==> config.mk <==
export PLATFORM = sky130hd
export DESIGN_NAME = clk_int_divider
export DESIGN_NICKNAME = d
export VERILOG_FILES = /design/src/rtl/cdiv_pkg.sv /design/src/rtl/cdiv_phase_ctr.sv /design/src/rtl/cdiv_wave_gen.sv /design/src/rtl/cdiv_pass_gate.sv /design/src/rtl/clk_int_divider.sv
export SDC_FILE = /design/constraint.sdc
export NUM_CORES = 1
export LEC_CHECK = 0
export ABC_AREA = 1
export BUFFER_PORTS_ARGS = -buffer_cell sky130_fd_sc_hd__buf_2
export CAP_MARGIN = 20
export CORE_AREA = 2 2 39 41
export CTS_CLUSTER_DIAMETER = 30
export CTS_CLUSTER_SIZE = 10
export DETAILED_ROUTE_END_ITERATION = 8
export DIE_AREA = 0 0 41 43
export PLACE_DENSITY = 0.3
export SKIP_CTS_REPAIR_TIMING = 1
export SYNTH_ARGS = -nofsm -noshare
export SYNTH_HDL_FRONTEND = slang
export SYNTH_HIERARCHICAL = 1
export SYNTH_SLANG_ARGS = --single-unit
==> constraint.sdc <==
create_clock -name clk_i -period 3.82 [get_ports clk_i]
set_clock_uncertainty 0.2 [all_clocks]
set_input_delay 0.191 -clock clk_i [delete_from_list [all_inputs] [get_ports clk_i]]
set_output_delay 0.191 -clock clk_i [all_outputs]
set_load 0.05 [all_outputs]
==> src/rtl/cdiv_pkg.sv <==
package cdiv_pkg;
    localparam int unsigned DIV_BYPASS = 0;
    localparam int unsigned DIV_MAX    = 8;

    function automatic int unsigned phase_width(input int unsigned n);
        return (n > 1) ? $clog2(n) : 1;
    endfunction

    function automatic int unsigned high_len(input int unsigned n);
        return n / 2;
    endfunction
endpackage

==> src/rtl/cdiv_phase_ctr.sv <==
module cdiv_phase_ctr
    import cdiv_pkg::*;
#(
    parameter int unsigned RATIO = 4,
    localparam int unsigned PW = phase_width(RATIO)
) (
    input  logic          clk_i,
    input  logic          clr_i,
    input  logic          adv_i,
    output logic [PW-1:0] phase_o,
    output logic [PW-1:0] phase_nx_o,
    output logic          wrap_o
);
    localparam logic [PW-1:0] LAST = PW'(RATIO - 1);

    typedef struct packed {
        logic [PW-1:0] phase;
    } ctr_t;

    ctr_t st_d, st_q;

    always_comb begin
        st_d = st_q;
        if (adv_i) begin
            if (st_q.phase == LAST) st_d.phase = '0;
            else                    st_d.phase = st_q.phase + 1'b1;
        end
    end

    always_ff @(posedge clk_i or posedge clr_i) begin
        if (clr_i) st_q <= '0;
        else       st_q <= st_d;
    end

    assign phase_o    = st_q.phase;
    assign phase_nx_o = st_d.phase;
    assign wrap_o     = adv_i && (st_q.phase == LAST);

    // phase never leaves 0..N-1
    p_phase_range_r1: assert property (@(posedge clk_i) disable iff (clr_i)
        phase_o <= LAST);

    // no advance request means the phase holds
    p_freeze_r4: assert property (@(posedge clk_i) disable iff (clr_i)
        !adv_i |=> $stable(phase_o));
endmodule

==> src/rtl/cdiv_wave_gen.sv <==
module cdiv_wave_gen
    import cdiv_pkg::*;
#(
    parameter int unsigned RATIO = 4,
    localparam int unsigned PW = phase_width(RATIO)
) (
    input  logic          clk_i,
    input  logic          clr_i,
    input  logic          en_i,
    input  logic          wrap_i,
    input  logic [PW-1:0] phase_i,
    input  logic [PW-1:0] phase_nx_i,
    output logic          out_o
);
    localparam logic [PW-1:0] HIGH_CNT = PW'(high_len(RATIO));

    typedef struct packed {
        logic armed;
        logic out;
    } wave_t;

    wave_t st_d, st_q;

    always_comb begin
        st_d       = st_q;
        st_d.armed = st_q.armed | (en_i & wrap_i);
        if (en_i) st_d.out = st_d.armed && (phase_nx_i < HIGH_CNT);
        else      st_d.out = 1'b0;
    end

    always_ff @(posedge clk_i or posedge clr_i) begin
        if (clr_i) st_q <= '0;
        else       st_q <= st_d;
    end

    assign out_o = st_q.out;

    // an edge taken with enable low leaves the output low
    p_low_when_off_r4: assert property (@(posedge clk_i) disable iff (clr_i)
        !en_i |=> !out_o);

    // the output is high only in the first half of the counter's cycle
    p_duty_r1: assert property (@(posedge clk_i) disable iff (clr_i)
        out_o |-> (phase_i < HIGH_CNT));

    // no rise before the counter has wrapped once since clear
    p_no_early_rise_r3: assert property (@(posedge clk_i) disable iff (clr_i)
        (!st_q.armed && !wrap_i) |=> !out_o);
endmodule

==> src/rtl/cdiv_pass_gate.sv <==
module cdiv_pass_gate (
    input  logic clk_i,
    input  logic clr_i,
    input  logic en_i,
    output logic clk_o
);
    logic gate_d, gate_q;

    always_comb gate_d = en_i & ~clr_i;

    // transparent while the source clock is low, so the gate never changes in a high phase
    always_latch begin
        if (clr_i)       gate_q <= 1'b0;
        else if (!clk_i) gate_q <= gate_d;
    end

    assign clk_o = clk_i & gate_q;
endmodule

==> src/rtl/clk_int_divider.sv <==
module clk_int_divider
    import cdiv_pkg::*;
#(
    parameter int unsigned RATIO = 4
) (
    input  logic clk_i,
    input  logic en_i,
    input  logic clr_i,
    output logic clk_o
);
    initial begin
        if (RATIO > DIV_MAX) $fatal(1, "clk_int_divider: ratio %0d is not supported", RATIO);
    end

    if (RATIO == DIV_BYPASS) begin : g_bypass
        assign clk_o = clk_i;
    end else if (RATIO == 1) begin : g_unity
        cdiv_pass_gate u_gate (
            .clk_i (clk_i),
            .clr_i (clr_i),
            .en_i  (en_i),
            .clk_o (clk_o)
        );
    end else begin : g_divide
        localparam int unsigned PW = phase_width(RATIO);
        logic [PW-1:0] phase_q, phase_nx;
        logic          wrap;

        cdiv_phase_ctr #(.RATIO(RATIO)) u_ctr (
            .clk_i      (clk_i),
            .clr_i      (clr_i),
            .adv_i      (en_i),
            .phase_o    (phase_q),
            .phase_nx_o (phase_nx),
            .wrap_o     (wrap)
        );

        cdiv_wave_gen #(.RATIO(RATIO)) u_wave (
            .clk_i      (clk_i),
            .clr_i      (clr_i),
            .en_i       (en_i),
            .wrap_i     (wrap),
            .phase_i    (phase_q),
            .phase_nx_i (phase_nx),
            .out_o      (clk_o)
        );
    end
endmodule

==> reports/qor.txt <==
status - finished clean
Period minus WS final - 1271 ps
CORE AREA - 1384 sq um
register clock-pin slew on the reported worst setup and hold paths - 40 ps
CP startpoint kind - register
Slowest-stage cell, CP - dfrtp_1
crit-path cells - ha_1 -> nand2_1 -> nand2_1 -> inv_1 -> nand2_1 -> a21oi_2
cell repeated most along the worst path - nand2_1
GRT overflow - 0
vias in the first global route - 118
Hold Startpoint - en_i
gr usage total - 0.04637
unrepaired setup endpoints after global routing - false
fin crit share - 0.3326
Max Slew Vio Count - 0
DRT Wirelength - 309 um
vias - 139
required time of the critical path - 3790 ps
Area Overhead vs Synth - 36.49%
worst hold path depth - 3
Post-Syn Instances - 23
crit-path max FO - 3
CTS tree - done
Crit. End Element - register
Root Buffer - clkbuf_4
Yosys Warn Count - 6
ANT nets after route - 0
RD Place Congestion - 0.6051
DP Wirelength - 242.7 um
TritonCTS Buffers - 3
row cnt - 14
io pins - 4
antenna violations before repair - 0
crit-path leading delay family - flip-flops
distinct cell type count after synthesis - 6
initial DRC count - 1
# fillers - 161
register area - 100.1 sq um
detail-routed via count per cell - 3.022
# setup viols final - 0
setup TNS - 0 ps
largest net degree at the start of global routing - 7
Hold WC Path Type - in2reg
Antenna diodes - 0
Crit. path cell count - 6
fmax - 0.7870 GHz
Placed Cells - 42
worst hold path endpoint - g_divide.u_wave/out_o
CTS max path bufs - 2
Clock Latency Late Sink - 230 ps
Slew headroom - 0.8346
Post-Syn Area - 185.2 sq um
die height - 43 um
Worst Reg2Reg Path Length in Cells - 6
first-pass GRT wire length - 462 um
post-synthesis sequential area ratio - 0.5405
Clock Sinks - 4
Arr. time, crit path - 1240 ps
initial core utilization - 0.1338
First-pass DRT Iterations - 2
final hold vios - 0
Static Leak - 0.1517 nW
Final #Nets - 36
r2r endpoint - g_divide.u_wave/out_o
layout cells sized above 1 - 0.2667
CP max stage delay - 390 ps
launch point of the worst reg-to-reg path - g_divide.u_ctr/phase_o[0]
H-Tree Depth - 1
Syn Nets - 27
Max Cap Viol - 0
Avg Cell Area, Syn - 8.051 sq um
die area - 1763 sq um
IO Port Bufs - 3
Final Non-Filler Cells - 46
PwrDens - 557.8 nW/um^2
area of the multi-input gates - 58.81 sq um
drt wl/cell - 6.717 um
flop2flop setup slack - 2550 ps
die width - 41 um
Residual DRC - 0
Worst Tran Pin Value - 249.8 ps
Max IR drop VDD - 0.1351 mV
Seq cells post-synth - 4
Worst Path Buf+Inv - 1
CP Class - reg2reg
==> routing by layer <==
metal	vias up	GRT usage	routed length, um
li1	79	-	-
met1	54	0.04560	147
met2	6	0.04063	117
met3	0	0.06806	43
met4	0	0.04000	0
met5	-	0	0
==> cells in the mapped netlist, drive strengths merged <==
cell | number | area, sq um
nand2 | 10 | 37.54
ha | 1 | 12.51
inv | 7 | 26.27
a21oi | 1 | 8.760
dfrtp | 4 | 100.1
==> cells in the final DEF, fill, tap and decap left out <==
cell type,n
nand2_1,10
inv_1,6
dfrtp_1,4
clkbuf_4,3
buf_2,3
inv_2,1
ha_1,1
a21oi_2,1
dlygate4sd3_1,1
==> logic make-up after synthesis <==
group | after synthesis | synth area share
AND/OR/NAND/NOR | 10 | 0.2027
AO/OA/AOI/OAI | 1 | 0.04731
buffers and inverters | 7 | 0.1419
adder cells (fa/ha/maj) | 1 | 0.06756
flip-flops | 4 | 0.5406
==> metrics by stage <==
step	total power, mW	utilization	worst slack [ps]	hold WS [ps]	instance area [sq um]
2_1_floorplan	0.08101	-	2612	-267.8	185.2
3_3_place_gp	0.08839	0.1591	2556	-149.0	220.2
3_5_place_dp	0.08872	0.1591	2545	-145.2	220.2
4_1_cts	0.1442	0.1754	2533	-398.0	242.7
5_1_grt	0.1510	0.1826	2466	52.76	252.7
6_report	0.1410	0.1826	2549	45.99	252.7
==> registers in the layout, indices dropped and copies added, names as in the netlist <==
signal                  count
g_divide.u_ctr/phase_o      2
g_divide.u_wave/out_o       1
g_divide.u_wave/st_q        1
==> worst register-to-register path, cell delays in order (launching register included) <==
cell	delay, ps
dfrtp_1	390
ha_1	290
nand2_1	60
nand2_1	60
inv_1	50
nand2_1	50
a21oi_2	90
==> worst max-delay path by stage <==
| stage | startpoint | end | slack, ps |
|---|---|---|---|
| floorplan | g_divide.u_ctr/phase_o[0] | g_divide.u_wave/out_o | 2610 |
| global placement | g_divide.u_ctr/phase_o[0] | g_divide.u_wave/out_o | 2560 |
| detailed placement | g_divide.u_ctr/phase_o[0] | g_divide.u_wave/out_o | 2550 |
| CTS | g_divide.u_ctr/phase_o[0] | g_divide.u_wave/out_o | 2530 |
| global route | g_divide.u_ctr/phase_o[0] | g_divide.u_wave/out_o | 2470 |
| finish | g_divide.u_ctr/phase_o[0] | g_divide.u_wave/out_o | 2550 |
==> where the power goes <==
| part | total, mW | internal, mW | leakage, nW | switching [mW] |
|---|---|---|---|---|
| Sequential | 0.0556 | 0.0511 | 0.0456 | 0.00453 |
| Clock | 0.0521 | 0.0351 | 0.0138 | 0.0169 |
| Combinational | 0.0333 | 0.0111 | 0.0923 | 0.0223 |
| Total | 0.141 | 0.0972 | 0.152 | 0.0437 |
==> area by class of cell <==
| class | instances | share of cell area |
|---|---|---|
| repair buffers | 4 | 0.09901 |
| well taps | 16 | 0.07921 |
| flip-flops and latches | 4 | 0.3960 |
| inverters | 7 | 0.1040 |
| multi-input cells | 12 | 0.2327 |
| clock buffers | 3 | 0.08911 |
Note: power is estimated with default switching activity, not from simulation.
